<file path="src/rtl/irq_pkg.sv">
`timescale 1ns/1ps
package irq_pkg;

  // Bit positions of the event sources in the status byte
  typedef enum int unsigned {
    SRC_ANEG_DONE = 0,
    SRC_RFAULT    = 1,
    SRC_LINK      = 2,
    SRC_LP_ACK    = 3,
    SRC_PD_FAULT  = 4,
    SRC_PAGE_RX   = 5,
    SRC_RX_ERR    = 6,
    SRC_JABBER    = 7
  } src_idx_e;

  localparam int unsigned SRC_COUNT = 8;

  // Qualification masks: which sources set on an edge rather than a level
  localparam logic [SRC_COUNT-1:0] RISE_QUAL = SRC_COUNT'(1) << SRC_RX_ERR;
  localparam logic [SRC_COUNT-1:0] FALL_QUAL = SRC_COUNT'(1) << SRC_LINK;

endpackage

</file>
<file path="src/rtl/irq_evt_qual.sv">
`timescale 1ns/1ps
// Turns raw source levels into single set requests, per-bit qualified
module irq_evt_qual #(
  parameter int unsigned N = 8,
  parameter logic [N-1:0] RISE_MASK = '0,
  parameter logic [N-1:0] FALL_MASK = '0
) (
  input  logic         clk,
  input  logic [N-1:0] src_i,
  output logic [N-1:0] set_o
);

  // History of each source; tracks the input every cycle, reset or not
  logic [N-1:0] prev_q;

  always_ff @(posedge clk) begin
    prev_q <= src_i;
  end

  for (genvar i = 0; i < N; i++) begin : g_bit
    if (RISE_MASK[i]) begin : g_rise
      assign set_o[i] = src_i[i] & ~prev_q[i];
    end else if (FALL_MASK[i]) begin : g_fall
      assign set_o[i] = ~src_i[i] & prev_q[i];
    end else begin : g_level
      assign set_o[i] = src_i[i];
    end
  end

endmodule

</file>
<file path="src/rtl/irq_stat_bank.sv">
`timescale 1ns/1ps
// Sticky status bits: set wins over read-clear in the same cycle
module irq_stat_bank #(
  parameter int unsigned N = 8
) (
  input  logic         clk,
  input  logic         rst,
  input  logic [N-1:0] set_i,
  input  logic         clr_i,
  output logic [N-1:0] stat_o,
  output logic [N-1:0] stat_nxt_o
);

  logic [N-1:0] stat_q;

  for (genvar i = 0; i < N; i++) begin : g_bit
    assign stat_nxt_o[i] = set_i[i] | (stat_q[i] & ~clr_i);
  end

  always_ff @(posedge clk) begin
    if (rst) begin
      stat_q <= '0;
    end else begin
      stat_q <= stat_nxt_o;
    end
  end

  assign stat_o = stat_q;

endmodule

</file>
<file path="src/rtl/irq_en_reg.sv">
`timescale 1ns/1ps
// Interrupt enable byte, written from the upper half of the write word
module irq_en_reg #(
  parameter int unsigned N = 8
) (
  input  logic         clk,
  input  logic         rst,
  input  logic         wr_i,
  input  logic [N-1:0] wdata_i,
  output logic [N-1:0] en_o,
  output logic [N-1:0] en_nxt_o
);

  logic [N-1:0] en_q;

  assign en_nxt_o = wr_i ? wdata_i : en_q;

  always_ff @(posedge clk) begin
    if (rst) begin
      en_q <= '0;
    end else begin
      en_q <= en_nxt_o;
    end
  end

  assign en_o = en_q;

endmodule

</file>
<file path="src/rtl/irq_out_drv.sv">
`timescale 1ns/1ps
// Registered interrupt pin with selectable active level
module irq_out_drv #(
  parameter int unsigned N = 8
) (
  input  logic         clk,
  input  logic         rst,
  input  logic         pol_hi_i,
  input  logic [N-1:0] stat_nxt_i,
  input  logic [N-1:0] en_nxt_i,
  output logic         irq_o
);

  logic pending;
  logic irq_q;

  assign pending = |(stat_nxt_i & en_nxt_i);

  always_ff @(posedge clk) begin
    if (rst) begin
      irq_q <= ~pol_hi_i;
    end else begin
      irq_q <= pol_hi_i ? pending : ~pending;
    end
  end

  assign irq_o = irq_q;

endmodule

</file>
<file path="src/rtl/irq_stat_ctrl.sv">
`timescale 1ns/1ps
module irq_stat_ctrl
  import irq_pkg::*;
#(
  parameter int unsigned SRC_N = SRC_COUNT,
  parameter logic [SRC_N-1:0] RISE_MASK = RISE_QUAL,
  parameter logic [SRC_N-1:0] FALL_MASK = FALL_QUAL,
  localparam int unsigned WORD_W = 2 * SRC_N
) (
  input  logic              clk,
  input  logic              rst,
  input  logic              rd_en,
  input  logic              wr_en,
  input  logic [WORD_W-1:0] wr_data,
  output logic [WORD_W-1:0] rd_data,
  input  logic [SRC_N-1:0]  src_evt,
  input  logic              irq_pol_hi,
  output logic              irq
);

  logic [SRC_N-1:0] set_vec;
  logic [SRC_N-1:0] stat_q;
  logic [SRC_N-1:0] stat_nxt;
  logic [SRC_N-1:0] en_q;
  logic [SRC_N-1:0] en_nxt;
  logic [WORD_W-1:0] rd_q;
  logic wr_lo_unused;

  assign wr_lo_unused = ^wr_data[SRC_N-1:0];

  irq_evt_qual #(
    .N(SRC_N), .RISE_MASK(RISE_MASK), .FALL_MASK(FALL_MASK)
  ) u_qual (
    .clk  (clk),
    .src_i(src_evt),
    .set_o(set_vec)
  );

  irq_stat_bank #(.N(SRC_N)) u_stat (
    .clk       (clk),
    .rst       (rst),
    .set_i     (set_vec),
    .clr_i     (rd_en),
    .stat_o    (stat_q),
    .stat_nxt_o(stat_nxt)
  );

  irq_en_reg #(.N(SRC_N)) u_en (
    .clk     (clk),
    .rst     (rst),
    .wr_i    (wr_en),
    .wdata_i (wr_data[WORD_W-1:SRC_N]),
    .en_o    (en_q),
    .en_nxt_o(en_nxt)
  );

  irq_out_drv #(.N(SRC_N)) u_out (
    .clk       (clk),
    .rst       (rst),
    .pol_hi_i  (irq_pol_hi),
    .stat_nxt_i(stat_nxt),
    .en_nxt_i  (en_nxt),
    .irq_o     (irq)
  );

  // Read data capture: pre-clear snapshot of the whole word
  always_ff @(posedge clk) begin
    if (rst) begin
      rd_q <= '0;
    end else if (rd_en) begin
      rd_q <= {en_q, stat_q};
    end
  end

  assign rd_data = rd_q;

endmodule

</file>
<file path="config.mk">
export PLATFORM = sky130hd
export DESIGN_NAME = irq_stat_ctrl
export DESIGN_NICKNAME = d
export VERILOG_FILES = /design/src/rtl/irq_pkg.sv /design/src/rtl/irq_evt_qual.sv /design/src/rtl/irq_stat_bank.sv /design/src/rtl/irq_en_reg.sv /design/src/rtl/irq_out_drv.sv /design/src/rtl/irq_stat_ctrl.sv
export SDC_FILE = /design/constraint.sdc
export NUM_CORES = 1
export LEC_CHECK = 0
export BUFFER_PORTS_ARGS = -buffer_cell sky130_fd_sc_hd__buf_4
export CORE_MARGIN = 8
export CORE_UTILIZATION = 53
export DETAILED_ROUTE_END_ITERATION = 6
export HOLD_SLACK_MARGIN = 0.08
export PLACE_DENSITY = 0.92
export SYNTH_ARGS = -nofsm -noshare
export SYNTH_HDL_FRONTEND = slang
export SYNTH_HIERARCHICAL = 1
export SYNTH_SLANG_ARGS = --single-unit
</file>
<file path="constraint.sdc">
create_clock -name clk -period 3.05 [get_ports clk]
set_clock_uncertainty 0.1 [all_clocks]
set_input_delay 0.915 -clock clk [delete_from_list [all_inputs] [get_ports clk]]
set_output_delay 0.915 -clock clk [all_outputs]
set_load 0.1 [all_outputs]
</file>
### Yosys cells after proc, flatten, opt, wreduce, memory -nomap -nowiden

Index checks and enable logic that the tools add are counted.

| word-level totals | value |
|---|---|
| register bits | 40 |
| bits in latches | 0 |
| memory bits (writable) | 0 |
| ROM bits | 0 |
| input bits | 29 |
| output and inout port bits | 17 |
| logic and storage cells | 33 |
| memories kept | 0 |

| operators by class | value |
|---|---|
| add/subtract/negate cells | 0 |
| multipliers | 0 |
| div/mod/pow operators | 0 |
| order comparisons | 0 |
| eq/ne operators | 0 |
| shift-type cells | 0 |
| muxes and demuxes | 3 |
| bitwise gates (word level) | 24 |
| reductions and logical operators | 1 |

Operators with widths:

| kind | number |
|---|---|
| $and 1x1->1 | 10 |
| $and 8x8->8 | 1 |
| $mux 8 | 1 |
| $or 1x1->1 | 8 |
| $reduce_or 8->1 | 1 |
| $not 1->1 | 5 |
| $mux 1 | 2 |

### Depth between registers and ports, before layout

Gate-level depths: netlist of the first run.

| depth | value |
|---|---|
| word-level depth | 8 |
| depth in mapped cells | 6 |
| gate-level depth less buffers | 6 |

### By module

Netlist of the first run, hierarchy kept.

Modules (own cells, without submodules):

| module | times used | cells each | area an instance (µm²) | sequential area each (µm²) |
|---|---|---|---|---|
| irq_stat_ctrl | 1 | 52 | 580.6 | 320.3 |
| irq_en_reg | 1 | 25 | 341.6 | 160.2 |
| irq_stat_bank | 1 | 41 | 320.3 | 160.2 |
| irq_evt_qual | 1 | 10 | 112.6 | 40.0 |
| irq_out_drv | 1 | 7 | 103.8 | 20.0 |

### Least setup slack after synthesis of the first run

OpenSTA, ideal clock, no wires.

| timing path | value |
|---|---|
| kind | input-to-reg |
| start point | in wr_en |
| end point | reg u_out.irq_q (netlist: u_out/irq_o) |
| library setup time | 0.118 ns |
| arrival time | 1.769 ns |
| data required time | 2.832 ns |
| setup slack | 1.063 ns |
| cell stages on the path | 5 |
| cells stage by stage | buf_6 -> mux2_4 -> a22oi_2 -> a41oi_2 -> xnor2_1 |

| between the ends | value |
|---|---|
| cells in the longest elaborated chain, start to end | 6 |

RTL lines:

| item | line | RTL |
|---|---|---|
| start: declaration | irq_stat_ctrl.sv:13 | `input logic wr_en,` |
| $mux 8 * | irq_en_reg.sv:16 | `assign en_nxt_o = wr_i ? wdata_i : en_q;` |
| net en_nxt[5] | irq_stat_ctrl.sv:25 | `logic [SRC_N-1:0] en_nxt;` |
| $and 8x8->8 * | irq_out_drv.sv:17 | `assign pending = \|(stat_nxt_i & en_nxt_i);` |
| $reduce_or 8->1 * | irq_out_drv.sv:17 |  |
| $not 1->1 | irq_out_drv.sv:23 | `irq_q <= pol_hi_i ? pending : ~pending;` |
| $mux 1 * | irq_out_drv.sv:23 |  |
| $mux 1 * | irq_out_drv.sv:20 | `if (rst) begin` |
| end signal: assignment | irq_out_drv.sv:21 | `irq_q <= ~pol_hi_i;` |
| end signal: assignment | irq_out_drv.sv:23 |  |
| end: declaration | irq_out_drv.sv:15 | `logic irq_q;` |

Mark *: on every way through the listed nets, which the timed path passes. The rest lies on a longest branch.
A chain may end at the register's enable or synchronous reset.

### Worst setup path after layout of the first run

| timing path | value |
|---|---|
| start point | reg rd_q[10] (netlist: rd_data[10]) |
| end point | out rd_data[10] |

RTL lines:

| item | line | RTL |
|---|---|---|
| start: declaration | irq_stat_ctrl.sv:26 | `logic [WORD_W-1:0] rd_q;` |
| start signal: assignment | irq_stat_ctrl.sv:71 | `rd_q <= {en_q, stat_q};` |
| end: declaration | irq_stat_ctrl.sv:15 | `output logic [WORD_W-1:0] rd_data,` |

No word-level cell between the ends.

==> out/results.ini, run 1 <==
[timing]
tns_ns = 0
fin_hold_ws_ns = 0.402
finalCritPeriodShare_pct = 65.5
fmax_ghz = 0.500
fin_ws_ns = 1.05
worst_pin_slew_ns = 0.326
setup_viol = 0
drv_slew = 0
relSlewSlack_pct = 78.3
fin_crit_ns = 2.00
rsz0062_at_grt = no
finalHoldViolCount = 0

[detailed_routing]
drcViolationCount = 0
vias = 978
drtIter0Drc = 18
ant_nets = 0
wl_per_cell_um = 14.9
wl_um = 2940
first_pass_iters = 5
vias_per_cell = 4.96

[clock_network]
clock_sinks = 35
postCtsSetupBuffers = 0
htreeDepth = 2
cts_resized = 0
cts_tree = done
cts-hold-fix-buffers = 0
cts_buffers = 5
cts_max_path_buffers = 2
clk_pin_slew_ns = 0.09
clock_latency_ns = 0.32
cts_root_buf = clkbuf_4

[place]
hpwl_um = 2210
pre_cts_ws_ns = 0.863
io_buffer_count = 37
gp_congestion = 0.759

[grt]
grt.overflow.total = 0
grt_pass1_wl_um = 4820
antenna_found_initial = 0
grt_max_degree = 34
gr-usage-all-layers_pct = 13.6
grt_pass1_vias = 1107

[floorplanning]
fp-row-count = 19
die_y_um = 68.5
die-width_um = 68.5
core_area_um2 = 2690
start_util_pct = 54.3
die_area_um2 = 4690
io_pins = 46

[logic_synthesis]
ys_types = 22
ys_seq_elements = 35
synthesis.nets = 164
syn-instance-count = 135
yosysTopAreaCell = dfxtp_1
synth.top_cell.area_share_pct = 48.0
yosysSeqAreaShare_pct = 48.0
syn-cell-area_um2 = 1460
yosysWarningCount = 6
syn_area_per_cell_um2 = 10.8
ys_top_cells_by_area = dfxtp_1, mux2i_1, mux2_4

[critical_path]
crit_chain = buf_4
crit_type = reg2out
path_buf_inv = 1
crit_path_start_kind = register
cp-startpoint = rd_data[10]
cp_max_fo = 2
worstPathArrival_ns = 0.98
critPathSlowestCell = dfxtp_1
worst_ep_required_time_ns = 2.03
endpoint_kind = primary output
crit_family = flip-flops
critPathMaxStageDelay_ns = 0.36
r2r_start = u_en/en_o[4]

[run]
cap_violations = 0

[power_and_ir_drop]
power_leakage_nw = 0.837
power_w = 0.000908
peakVddDrop_mv = 0.369
p_per_area_nw_per_um2 = 529

[layout]
nets = 196
antennaDiodeCount = 0
drive_gt1_share_pct = 35.5
syn_to_final_growth_pct = 17.7

[outcome]
outcome = finished, final reports clean

[worst_hold_path]
hold_path.class = reg2reg
hp-start = rd_data[4]

==> cell families (layout without fill, tap and decap cells) <==
kind of cell | Yosys count | in the layout | synth area share [%]
flops | 35 | 35 | 48.0
compound gates | 13 | 13 | 8.15
buf+inv | 20 | 51 | 8.92
simple gates | 42 | 42 | 15.1
mux | 24 | 24 | 19.2
xor+xnor | 1 | 1 | 0.600
==> final cells by class <==
| type | instances | area, um2 |
|---|---|---|
| Fill cell | 198 | 970 |
| Clock buffer | 6 | 41.3 |
| Inverter | 8 | 30.0 |
| Timing Repair Buffer | 37 | 278 |
| Tap cell | 31 | 38.8 |
| Sequential cell | 35 | 701 |
| Multi-Input combinational cell | 80 | 628 |
==> metrics by stage <==
stage | utilization, % | instance area [um2] | cells
floorplan | - | 1460 | 135
finish | 63.9 | 1720 | 197
global placement | 62.4 | 1680 | 191
global route | 63.9 | 1720 | 197
detailed placement | 62.4 | 1680 | 191
CTS | 63.9 | 1720 | 197
==> path summary, 6_finish.rpt <==
kind         slack (ns)          end  depth (start not counted)
max                1.05  rd_data[10]                          1
min                0.40   rd_data[4]                          2
max reg2reg        1.78  u_out/irq_o                          4
min reg2reg        0.40   rd_data[4]                          2
==> cells in the mapped netlist, drive strengths merged <==
library cell  instances
nor2b                10
inv                   8
nand2b                8
mux2                  8
a21oi                 8
nand2                 8
a41oi                 1
mux2i                16
buf                  11
dfxtp                35
xnor2                 1
nor2                 16
a22oi                 4
clkbuf                1
==> worst reg2reg max path: stages, from the launching register on <==
cell and delay [ns]:
dfxtp_1 0.33, mux2_4 0.27, a22oi_2 0.19, a41oi_2 0.14, xnor2_1 0.14
==> placed cells by master, fill, tap and decap left out, drive strengths merged <==
| master | synthesis | routed |
|---|---|---|
| a41oi | 1 | 1 |
| a22oi | 4 | 4 |
| a21oi | 8 | 8 |
| xnor2 | 1 | 1 |
| buf | 11 | 37 |
| nand2 | 8 | 8 |
| nor2b | 10 | 10 |
| inv | 8 | 8 |
| nor2 | 16 | 16 |
| nand2b | 8 | 8 |
| mux2 | 8 | 8 |
| dfxtp | 35 | 35 |
| mux2i | 16 | 16 |
| clkbuf | 1 | 6 |
==> metal layers <==
metal / up-vias / global-route usage, % / part of all wire, %
met5: - / 0 / 0
met4: 0 / 5.37 / 0.14
met3: 2 / 4.91 / 6.0
met2: 24 / 24.9 / 55
met1: 460 / 13.6 / 39
li1: 492 / - / -
==> power breakdown <==
group	switching (W)	total, W	internal [W]
logic	0.000128	0.000201	0.0000723
registers	0.0000133	0.000495	0.000482
clock network	0.000130	0.000212	0.0000820
total	0.000272	0.000908	0.000636
==> state kept, by name, summed over array words and instances, names as in the netlist <==
| name | flops |
|---|---|
| u_en/en_o | 8 |
| u_out/irq_o | 1 |
| rd_data | 16 |
| u_qual/prev_q | 2 |
| u_stat/stat_o | 8 |
Note: power is estimated with default switching activity, not from simulation.
==> run 2, diff against run 1 <==
--- a/config.mk
+++ b/config.mk
@@ -7,10 +7,10 @@
 export LEC_CHECK = 0
 export BUFFER_PORTS_ARGS = -buffer_cell sky130_fd_sc_hd__buf_4
 export CORE_MARGIN = 8
-export CORE_UTILIZATION = 53
+export CORE_UTILIZATION = 49
 export DETAILED_ROUTE_END_ITERATION = 6
 export HOLD_SLACK_MARGIN = 0.08
-export PLACE_DENSITY = 0.92
+export PLACE_DENSITY = 0.86
 export SYNTH_ARGS = -nofsm -noshare
 export SYNTH_HDL_FRONTEND = slang
 export SYNTH_HIERARCHICAL = 1
==> constraint.sdc (replaced) <==
create_clock -name clk -period 1.9 [get_ports clk]
set_clock_uncertainty 0.1 [all_clocks]
set_input_delay 0.57 -clock clk [delete_from_list [all_inputs] [get_ports clk]]
set_output_delay 0.57 -clock clk [all_outputs]
set_load 0.1 [all_outputs]
==> run 2 against run 1 <==
Power up 65%; critical path type unchanged; worst hold slack worse by 0.16 ns; cell count up 2.5%; die area up 6.2%; utilization shrank 5.1 points; register-to-register slack worse by 1.1 ns.
==> out/results.ini, run 2 (synthesis results as in run 1) <==
[outcome]
outcome = finished, final reports clean

[clock_network]
cts-hold-fix-buffers = 0  ; unchanged
cts_max_path_buffers = 2  ; unchanged
cts_root_buf = clkbuf_4
cts_resized = 0  ; unchanged
cts_buffers = 5  ; unchanged
htreeDepth = 2  ; unchanged
clk_pin_slew_ns = 0.10  ; about the same
clock_sinks = 35  ; unchanged
clock_latency_ns = 0.33  ; about the same
postCtsSetupBuffers = 0  ; unchanged
cts_tree = done

[detailed_routing]
wl_um = 2850  ; -2.9%
wl_per_cell_um = 14.1  ; -5.3%
drcViolationCount = 0  ; unchanged
ant_nets = 0  ; unchanged
drtIter0Drc = 51  ; +33
vias = 990  ; +1.2%
first_pass_iters = 4  ; -1
vias_per_cell = 4.90  ; -1.3%

[power_and_ir_drop]
peakVddDrop_mv = 0.436  ; +18%
power_leakage_nw = 0.847  ; +1.2%
p_per_area_nw_per_um2 = 861  ; +63%

[critical_path]
path_buf_inv = 1  ; unchanged
crit_path_start_kind = register
crit_family = flip-flops
crit_type = reg2out
endpoint_kind = primary output
reg2reg_slack_ns = 0.65  ; -1.13 ns
worstPathArrival_ns = 0.99  ; about the same
critPathSlowestCell = dfxtp_1
crit_end = rd_data[3]
r2r_start = u_en/en_o[5]
reg2reg_to = u_out/irq_o
crit_chain = buf_4
worst_ep_required_time_ns = 1.23  ; -0.80 ns
critPathMaxStageDelay_ns = 0.36  ; about the same
cp_max_fo = 2  ; unchanged
cp-startpoint = rd_data[3]
crit_cells = 1  ; unchanged
r2r_cells = 4  ; unchanged

[floorplanning]
die_area_um2 = 4980  ; +6.2%
die_y_um = 70.6  ; +3.1%
die-width_um = 70.6  ; +3.1%
core_area_um2 = 2950  ; +9.9%
fp-row-count = 20  ; +1
io_pins = 46  ; unchanged
start_util_pct = 49.4  ; -4.9 points

[timing]
fmax_ghz = 0.603
worst_pin_slew_ns = 0.331  ; +0.00512 ns
fin_hold_ws_ns = 0.242  ; -0.160 ns
drv_slew = 0  ; unchanged
finalCritPeriodShare_pct = 87.3
fin_ws_ns = 0.242  ; -0.810 ns
relSlewSlack_pct = 77.9  ; -0.34 points
rsz0062_at_grt = no
setup_viol = 0  ; unchanged
finalHoldViolCount = 0  ; unchanged
tns_ns = 0  ; unchanged
fin_crit_ns = 1.66

[layout]
final_common_cell = buf_4
post-route-util_pct = 58.8  ; -5.1 points
num-fill-cells = 274  ; +38%
design_area_um2 = 1740  ; +1.1%
largest_reg_flops = 16  ; unchanged
layout_common_cells = buf_4, dfxtp_1, mux2i_1, nor2_1
syn_to_final_growth_pct = 19.0
drive_gt1_share_pct = 36.1  ; +0.55 points
nets = 197  ; +0.51%
antennaDiodeCount = 0  ; unchanged

[place]
pre_cts_ws_ns = 0.130  ; -0.733 ns
io_buffer_count = 37  ; unchanged
hpwl_um = 2130  ; -3.9%
dpl-instance-area_um2 = 1690  ; +0.60%
gp_congestion = 0.712  ; -6.2%

[run]
cap_violations = 0  ; unchanged

[grt]
grt.overflow.total = 0  ; unchanged
gr-usage-all-layers_pct = 12.2  ; -1.3 points
grt_pass1_wl_um = 4860  ; +0.70%
grt_max_degree = 34  ; unchanged
grt_pass1_vias = 1068  ; -3.5%
antenna_found_initial = 0  ; unchanged

[worst_hold_path]
hold_path.class = in2reg

-- run 2: changes by cell type in the layout (fill, tap and decap cells not counted) --
| cell | delta |
|---|---|
| clkbuf_1 | +1 |
| buf_4 | +1 |
| clkinv_2 | +1 |
-- run 2: layout make-up --
type | instances | area (um2) | share of cell area [%]
well taps | 33 | 41.3 | 2.38
flip-flops and latches | 35 | 701 | 40.4
multi-input cells | 80 | 628 | 36.2
repair buffers | 38 | 285 | 16.4
clock buffers | 7 | 45.0 | 2.60
clock inverters | 1 | 5.00 | 0.288
inverters | 8 | 30.0 | 1.73
-- run 2: worst min path at each step --
stage,to,cells after the start,start,slack (ns)
finish,u_qual/prev_q[6],1,src_evt[6],0.24
global route,u_qual/prev_q[6],1,src_evt[6],0.21
CTS,u_qual/prev_q[6],1,src_evt[6],0.23
detailed placement,rd_data[0],2,rd_data[0],0.38
global placement,rd_data[8],2,rd_data[8],0.37
floorplan,rd_data[13],2,u_en/en_o[5],0.36
-- run 2: report_power, final --
part | total (W) | internal, W | leakage [nW] | switching, W
clock network | 0.000378 | 0.000144 | 0.0293 | 0.000234
registers | 0.000794 | 0.000773 | 0.288 | 0.0000208
logic | 0.000322 | 0.000117 | 0.529 | 0.000205
total | 0.00149 | 0.00103 | 0.847 | 0.000459
-- run 2: layer usage --
layer,vias to the layer above,track usage (%),part of all wire [%]
met5,-,0,0
met4,0,4.85,1.7
met3,5,6.92,9.1
met2,28,20.0,51
met1,457,12.7,39
li1,500,-,-
-- run 2: metrics by stage --
stage | std cells | total power, W
detailed placement | 194 | 0.00113
global placement | 194 | 0.00112
CTS | 202 | 0.00151
global route | 202 | 0.00157
floorplan | 135 | 0.00106
finish | 202 | 0.00149
